### config.mk
export PLATFORM = sky130hd
export DESIGN_NAME = spi_clock_regs
export DESIGN_NICKNAME = d
export VERILOG_FILES = /design/src/rtl/spi_clock_regs.sv
export SDC_FILE = /design/constraint.sdc
export NUM_CORES = 1
export LEC_CHECK = 0
export ABC_CLOCK_PERIOD_IN_PS = 10100
export BUFFER_PORTS_ARGS = -buffer_cell sky130_fd_sc_hd__buf_2
export CELL_PAD_IN_SITES_DETAIL_PLACEMENT = 2
export CELL_PAD_IN_SITES_GLOBAL_PLACEMENT = 2
export CORE_MARGIN = 1.5
export CORE_UTILIZATION = 50
export DETAILED_ROUTE_END_ITERATION = 8
export HOLD_SLACK_MARGIN = 0.1
export PLACE_DENSITY_LB_ADDON = 0.1
export SYNTH_ARGS = -nofsm -noshare
export SYNTH_HDL_FRONTEND = slang
export SYNTH_SLANG_ARGS = --single-unit
### constraint.sdc
create_clock -name clk -period 10.1 [get_ports clk]
set_input_delay 1.01 -clock clk [delete_from_list [all_inputs] [get_ports clk]]
set_output_delay 1.01 -clock clk [all_outputs]
set_load 0.01 [all_outputs]
### src/rtl/spi_clock_regs.sv
module spi_clock_regs #(
  parameter int RAM_DEPTH = 32,  // user RAM bytes from 0x20, 2..96
  parameter int SYNC_LEN  = 2
) (
  input  logic clk,
  input  logic rst_n,
  input  logic spi_ce,
  input  logic spi_sck,
  input  logic spi_mosi,
  output logic spi_miso
);
  localparam int         NCLK     = 18;
  localparam int         RAM_IW   = $clog2(RAM_DEPTH);
  localparam logic [6:0] CLK_LAST = 7'h11;
  localparam logic [6:0] CTRL_A   = 7'h0F;
  localparam logic [6:0] STAT_A   = 7'h10;
  localparam logic [6:0] RAM_BASE = 7'h20;
  localparam logic [6:0] RAM_LAST = 7'(32 + RAM_DEPTH - 1);
  localparam logic [7:0] CTRL_MSK = 8'h47;
  localparam logic [7:0] CTRL_RST = 8'h40;

  logic [SYNC_LEN:0]   sck_sh;
  logic [SYNC_LEN-1:0] ce_sh, mosi_sh;
  always_ff @(posedge clk or negedge rst_n)
    if (!rst_n) begin
      sck_sh <= '0; ce_sh <= '0; mosi_sh <= '0;
    end else begin
      sck_sh  <= {sck_sh[SYNC_LEN-1:0], spi_sck};
      ce_sh   <= {ce_sh[SYNC_LEN-2:0], spi_ce};
      mosi_sh <= {mosi_sh[SYNC_LEN-2:0], spi_mosi};
    end

  wire ce_s     = ce_sh[SYNC_LEN-1];
  wire mosi_s   = mosi_sh[SYNC_LEN-1];
  wire sck_rise = sck_sh[SYNC_LEN-1] & ~sck_sh[SYNC_LEN];
  wire sck_fall = ~sck_sh[SYNC_LEN-1] & sck_sh[SYNC_LEN];

  logic [2:0] bit_cnt;
  logic [6:0] shreg, addr;
  logic [7:0] tx;
  logic       have_addr, is_write, ld_tx;
  logic [NCLK-1:0][7:0]      clk_regs;
  logic [RAM_DEPTH-1:0][7:0] ram_q;

  wire [7:0] in_byte   = {shreg, mosi_s};
  wire       byte_done = ce_s & sck_fall & (bit_cnt == 3'd7);
  wire       wr_fire   = byte_done & have_addr & is_write;
  wire       rd_phase  = have_addr & ~is_write;
  wire       wp        = clk_regs[15][6];
  wire       in_clk    = addr <= CLK_LAST;
  wire       in_ram    = (addr >= RAM_BASE) && (addr <= RAM_LAST);
  wire [RAM_IW-1:0] ram_ix = RAM_IW'(addr - RAM_BASE);

  logic [7:0] rd_data;
  logic [6:0] next_addr;
  always_comb begin
    rd_data = 8'h00;
    if (in_clk)      rd_data = clk_regs[addr[4:0]];
    else if (in_ram) rd_data = ram_q[ram_ix];
    if (addr == CLK_LAST)      next_addr = 7'h00;
    else if (addr == RAM_LAST) next_addr = RAM_BASE;
    else                       next_addr = addr + 7'd1;
  end

  always_ff @(posedge clk or negedge rst_n)
    if (!rst_n) begin
      bit_cnt <= '0; shreg <= '0; addr <= '0; tx <= '0;
      have_addr <= 1'b0; is_write <= 1'b0; ld_tx <= 1'b0;
    end else begin
      ld_tx <= 1'b0;
      if (ld_tx) tx <= rd_data;
      if (!ce_s) begin
        bit_cnt <= '0; have_addr <= 1'b0; is_write <= 1'b0;
      end else begin
        if (sck_rise && rd_phase && bit_cnt != 3'd0) tx <= {tx[6:0], 1'b0};
        if (sck_fall) begin
          shreg   <= in_byte[6:0];
          bit_cnt <= bit_cnt + 3'd1;
          if (bit_cnt == 3'd7) begin
            if (!have_addr) begin
              have_addr <= 1'b1;
              is_write  <= in_byte[7];
              addr      <= in_byte[6:0];
              ld_tx     <= ~in_byte[7];
            end else begin
              addr  <= next_addr;
              ld_tx <= ~is_write;
            end
          end
        end
      end
    end

  always_ff @(posedge clk or negedge rst_n)
    if (!rst_n) begin
      clk_regs     <= '0;
      clk_regs[15] <= CTRL_RST;
      ram_q        <= '0;
    end else if (wr_fire) begin
      if (addr == CTRL_A) begin
        if (wp) clk_regs[15][6] <= in_byte[6];
        else    clk_regs[15]    <= in_byte & CTRL_MSK;
      end else if (!wp) begin
        if (in_clk && addr != STAT_A) clk_regs[addr[4:0]] <= in_byte;
        else if (in_ram)              ram_q[ram_ix]       <= in_byte;
      end
    end

  assign spi_miso = ce_s & rd_phase & tx[7];

  p_wp_guard_r4: assert property (@(posedge clk) disable iff (!rst_n)
    (wr_fire && wp && addr != CTRL_A) |=> ($stable(clk_regs) && $stable(ram_q)));
  p_ctrl_twostep_r5: assert property (@(posedge clk) disable iff (!rst_n)
    (wr_fire && wp && addr == CTRL_A) |=> $stable(clk_regs[15][5:0]));
  p_clk_wrap_r8: assert property (@(posedge clk) disable iff (!rst_n)
    (byte_done && have_addr && addr == CLK_LAST) |=> (addr == 7'h00));
  p_ram_wrap_r8: assert property (@(posedge clk) disable iff (!rst_n)
    (byte_done && have_addr && addr == RAM_LAST) |=> (addr == RAM_BASE));
  p_abort_r9: assert property (@(posedge clk) disable iff (!rst_n)
    !ce_s |=> (bit_cnt == 3'd0 && !have_addr));
  p_status_ro_r6: assert property (@(posedge clk) disable iff (!rst_n)
    (wr_fire && addr == STAT_A) |=> $stable(clk_regs[16]));
endmodule

# ---- Yosys cells after proc, flatten, opt, wreduce, memory -nomap -nowiden
# Cells that the tools add are included.
dict set report classes {
  mux 36
  bitwise_logic 16
  add_sub_neg 3
  magnitude_cmp 7
  n_reduce_logical 15
  n_eq_ne 8
}
# operator n
set ops {}
lappend ops {{256-bit bitwise mux} 1}
lappend ops {{128-bit two-way mux} 2}
lappend ops {{144-bit bitwise mux} 1}
lappend ops {{8-bit binary-select mux with 5-bit select} 2}
lappend ops {{8-bit demux with 5-bit select} 2}
lappend ops {{8-bit two-way mux} 10}
lappend ops {{7-bit two-way mux} 3}
lappend ops {{5-bit by 6-bit less-than comparator with 1-bit output (second input constant)} 2}
lappend ops {{1-bit two-way mux} 12}
lappend ops {{5-bit by 1-bit greater-or-equal comparator with 1-bit output (second input constant)} 2}
lappend ops {{1-bit bitwise AND} 9}
lappend ops {{3-bit AND reduction} 3}
lappend ops {{7-bit by 1-bit adder with 7-bit output (second input constant)} 1}
lappend ops {{7-bit by 4-bit equality test with 1-bit output (second input constant)} 1}
lappend ops {{7-bit by 5-bit equality test with 1-bit output (second input constant)} 1}
lappend ops {{7-bit by 6-bit equality test with 1-bit output (second input constant)} 1}
lappend ops {{7-bit by 6-bit greater-or-equal comparator with 1-bit output (second input constant)} 1}
lappend ops {{7-bit by 5-bit <= comparator with 1-bit output (second input constant)} 1}
lappend ops {{7-bit by 6-bit <= comparator with 1-bit output (second input constant)} 1}
lappend ops {{7-bit by 5-bit != test with 1-bit output (second input constant)} 1}
lappend ops {{1-bit inverter} 7}
lappend ops {{1-bit logical AND} 6}
lappend ops {{3-bit two-way mux} 2}
lappend ops {{6-bit two-way mux} 1}
lappend ops {{10 further kinds} 12}
dict set report word_totals {
  inputBits 5
  wordCells 146
  regBits 435
  out_inout_bits 1
}

# ---- Depth between registers and ports, before layout
dict set report depth {
  depth_word 8
  depth_mapped 12
  depth_no_buf 7
}

# ---- Worst setup path before layout
# OpenSTA, ideal clock, no wires.
dict set report synth_timing {
  kind {reg2reg}
  startpoint {reg addr[1]}
  endpoint {reg clk_regs[56] in the netlist's numbering}
  setup_slack_ns 6.794
  t_arrival_ns 3.182
  n_path_buf 5
  setup_ns 0.125
  required_time_ns 9.975
  stages_incl_launch_ff 13
  period_less_slack_ns 3.306
  path_cell_list {dfrtp_1 -> buf_2 -> clkbuf_1 -> inv_1 -> clkbuf_1 -> ha_1 -> clkbuf_1 -> nand4bb_1 -> a2bb2oi_1 -> buf_4 -> nor4_4 -> nand4_2 -> mux2_2}
}
dict set report synth_between {
  elab_chain_cells 5
  word_cells_on_any_way 12
  cone_classes {order compare: 3; eq/ne: 2; mux: 3; bitwise: 1; reduce/logical: 3}
}
# element line_no
set synth_rtl {}
lappend synth_rtl {{start: declaration} 39} ;# logic [6:0] shreg, addr;
lappend synth_rtl {{start signal: assignment} 83} ;# addr <= in_byte[6:0];
lappend synth_rtl {{start signal: assignment} 86} ;# addr <= next_addr;
lappend synth_rtl {{5-bit by 6-bit less-than comparator with 1-bit output (not written as such) / 5-bit by 1-bit greater-or-equal comparator with 1-bit output (equally long branches)} 104} ;# if (in_clk && addr != STAT_A) clk_regs[addr[4:0]] <= in_byte;
lappend synth_rtl {{1-bit logical AND (not written as such)} 104}
lappend synth_rtl {{8-bit two-way mux (not written as such)} 104}
lappend synth_rtl {{8-bit demux with 5-bit select} 104}
lappend synth_rtl {{144-bit bitwise mux} 104}
lappend synth_rtl {{end signal: indexed assignment} 104}
lappend synth_rtl {{end: declaration} 42} ;# logic [NCLK-1:0][7:0] clk_regs;
# Parallel ways exist; a longest one is shown, timed or not.
# A chain may end at the register's enable or synchronous reset.

# ---- Worst setup path after layout
dict set report layout_timing {
  startpoint {reg addr[1]}
  endpoint {reg clk_regs[100] in the netlist's numbering}
}
# The elaborated chain is that of the path after synthesis.

==> reports/metrics.yaml <==
crit_type: "flip-flop to flip-flop"
multi_input_area_um2: 8810
status: "finished clean"
dr_total_vias: 12500
setup_tns_ps: 0
p_seq_share_pct: 50.5
worstSetupStartpointType: "flip-flop"
place_hpwl_um: 37400
cts_sinks: 435
slew_violations: 0
tightest_slew_ps: 1250
antenna_found_initial: 0
grt_setup_unrepaired: "no"
die_y_um: 204
core_region_area_um2: 39800
final_antenna_net_count: 0
drc: 0
drive_gt1_share_pct: 43.1
hold_ws_ps: 350
syn_to_final_growth_pct: 10.0
setup_viol: 0
stdcell_count: 1973
cts_max_level: 2
min-delay-path-class: "flip-flop to flip-flop"
fillers: 3548
syn_avg_cell_area_um2: 14.0
grt_usage_pct: 30.2
chipWidth_um: 204
netlist_instances: 1448
power_frac_clock_pct: 46.7
path_max_fanout: 47
p_int_uw: 2860
start_util_pct: 50.8
swShare_pct: 25.9
synth-warning-count: 0
antennaDiodeCount: 0
fmaxAchievable_mhz: 214
ir_drop_v: 0.000132
hold_viol_final: 0
clockBufferDepth: 3
power_frac_comb_pct: 2.8
synth_flop_cell: "dfrtp_1"
async_flop_share_pct: 100
final_nets: 1423
cts.reportedPaths.clkPinSlew_ps: 60
synth_cell_types: 61
synth-seq-cells: 435
power.net_switching_uw: 1000
grt_pass1_vias: 14300
cts_resized: 0
routedWlPerCell_um: 30.8
grt_max_degree: 158
first_pass_iters: 5
leakagePower_uw: 0.0105
fin_skew_ps: 18.4
end_kind: "flip-flop"
netlist_area_um2: 20200
grt-ovfl-total: 0
cts_root_buffer: "clkbuf_16"
gp_congestion: 0.834
cts_tree: "yes"
synth_nets: 1460
die-area_um2: 41600
cts_buffers: 49
min_period_ps: 4660
ios: 6
placedCellCount: 1885
fp-row-count: 73
slew_headroom_pct: 17.0
yosysSeqAreaShare_pct: 53.8
io_buffers: 5
drtIter0Drc: 756
cts_setup_buffers: 0
power_density_nw_per_um2: 173
insertion_delay_ps: 590
period_share_pct: 46.2
worstPathArrival_ps: 5120
grt_pass1_wl_um: 93300
via_per_inst: 6.35
cap_viol_max_count: 0
postCtsHoldBufs: 0
finalWirelength_um: 60700
cp.required_ps: 10550
seq_area_um2: 10900
synth_enable_flop_cells: 0
cells in the final DEF, fill, tap and decap left out, drive strengths merged, types with 3 or more instances in the layout:
| cell type | n |
|---|---|
| ha | 7 |
| a211oi | 6 |
| a311oi | 5 |
| a31oi | 8 |
| mux4 | 52 |
| mux2i | 61 |
| nor3 | 19 |
| or4b | 4 |
| inv | 13 |
| a21oi | 12 |
| dfrtp | 434 |
| o21ai | 14 |
| mux2 | 439 |
| and2 | 8 |
| nand3b | 5 |
| nand4 | 4 |
| nor2 | 29 |
| a22oi | 8 |
| clkinv | 9 |
| o22ai | 33 |
| buf | 23 |
| nand3 | 27 |
| nor4 | 9 |
| or4bb | 3 |
| clkbuf | 75 |
| o2111ai | 3 |
| nand2b | 6 |
| nand2 | 67 |
| nand4b | 5 |
| or4 | 3 |
| a21o | 6 |
| or3 | 6 |
| nor2b | 13 |
| a221oi | 5 |
sequential cells by signal, indices dropped and copies added, names as in the netlist, 2 cells and up:
name	cells
shreg	7
mosi_sh	2
tx	8
ram_q	256
sck_sh	3
ce_sh	2
addr	7
clk_regs	144
bit_cnt	3
synth_stat cells, types with 13 or more instances:
master    number  area share (%)
mux2_2       439              24
dfrtp_1      434              54
clkbuf_1      77             1.4
nand2_1       66             1.2
mux2i_1       61             3.0
mux4_2        52             5.8
o22ai_1       33             1.0
nor2_1        28            0.52
nand3_1       21            0.52
buf_2         16            0.40
nor3_1        14            0.35
o21ai_0       14            0.35
nor2b_1       13            0.40
final timing paths:
check,start,endpoint,slack (ps),depth (start not counted)
max in group asynchronous,rst_n,ram_q[217],7560,3
max,addr[1],clk_regs[100],5440,8
max reg2reg,addr[1],clk_regs[100],5440,8
min reg2reg,mosi_sh[0],mosi_sh[1],350,0
min,mosi_sh[0],mosi_sh[1],350,0
min in group asynchronous,rst_n,clk_regs[69],370,1
per-layer routing:
metal	vias to the layer above	global-route usage, %	part of all wire (%)
li1	5291	-	-
met1	6856	38.3	42
met2	255	52.3	51
met3	119	4.38	3.6
met4	0	11.9	3.6
met5	-	0	0
critical path, stage by stage, from the launching register on:
cell	delay (ps)
dfrtp_2	740
buf_4	670
inv_1	440
ha_1	450
nand4bb_1	210
a2bb2oi_1	900
nor4_1	250
nand3_1	430
mux2_2	410
power groups by stage:
stage / Combinational, µW / Sequential [µW] / Clock, µW
floorplan: 138 / 1800 / 0
global placement: 108 / 1970 / 0
detailed placement: 112 / 1980 / 0
CTS: 113 / 1950 / 1840
global route: 120 / 1960 / 1900
finish: 109 / 1950 / 1800
cell families after synthesis:
family / Yosys count / synth area share [%]
muxes: 552 / 33.3
DFF: 435 / 53.8
and+or+nand+nor: 215 / 5.97
buffers and inverters: 123 / 2.57
AOI/OAI and AO/OA: 115 / 3.87
adders and majority gates: 7 / 0.433
xor gates and xnor gates: 1 / 0.0433
final cells by class:
cell class	instances	area share (%)
clock buffer	75	6.77
clock inverter	13	0.563
inverter	12	0.203
multi-input combinational	890	39.6
sequential	435	49.0
tap	525	2.95
timing repair buffer	23	0.878
stage by stage:
step | util (%) | power, µW | worst slack (ps) | area, µm²
2_1_floorplan | - | 1940 | 6790 | 20200
3_3_place_gp | 51.8 | 2080 | 5790 | 20600
3_5_place_dp | 51.8 | 2090 | 5590 | 20600
4_1_cts | 55.9 | 3900 | 5470 | 22200
5_1_grt | 55.9 | 3980 | 5210 | 22200
6_report | 55.9 | 3860 | 5440 | 22200
Power figures use the tool's default switching activity.
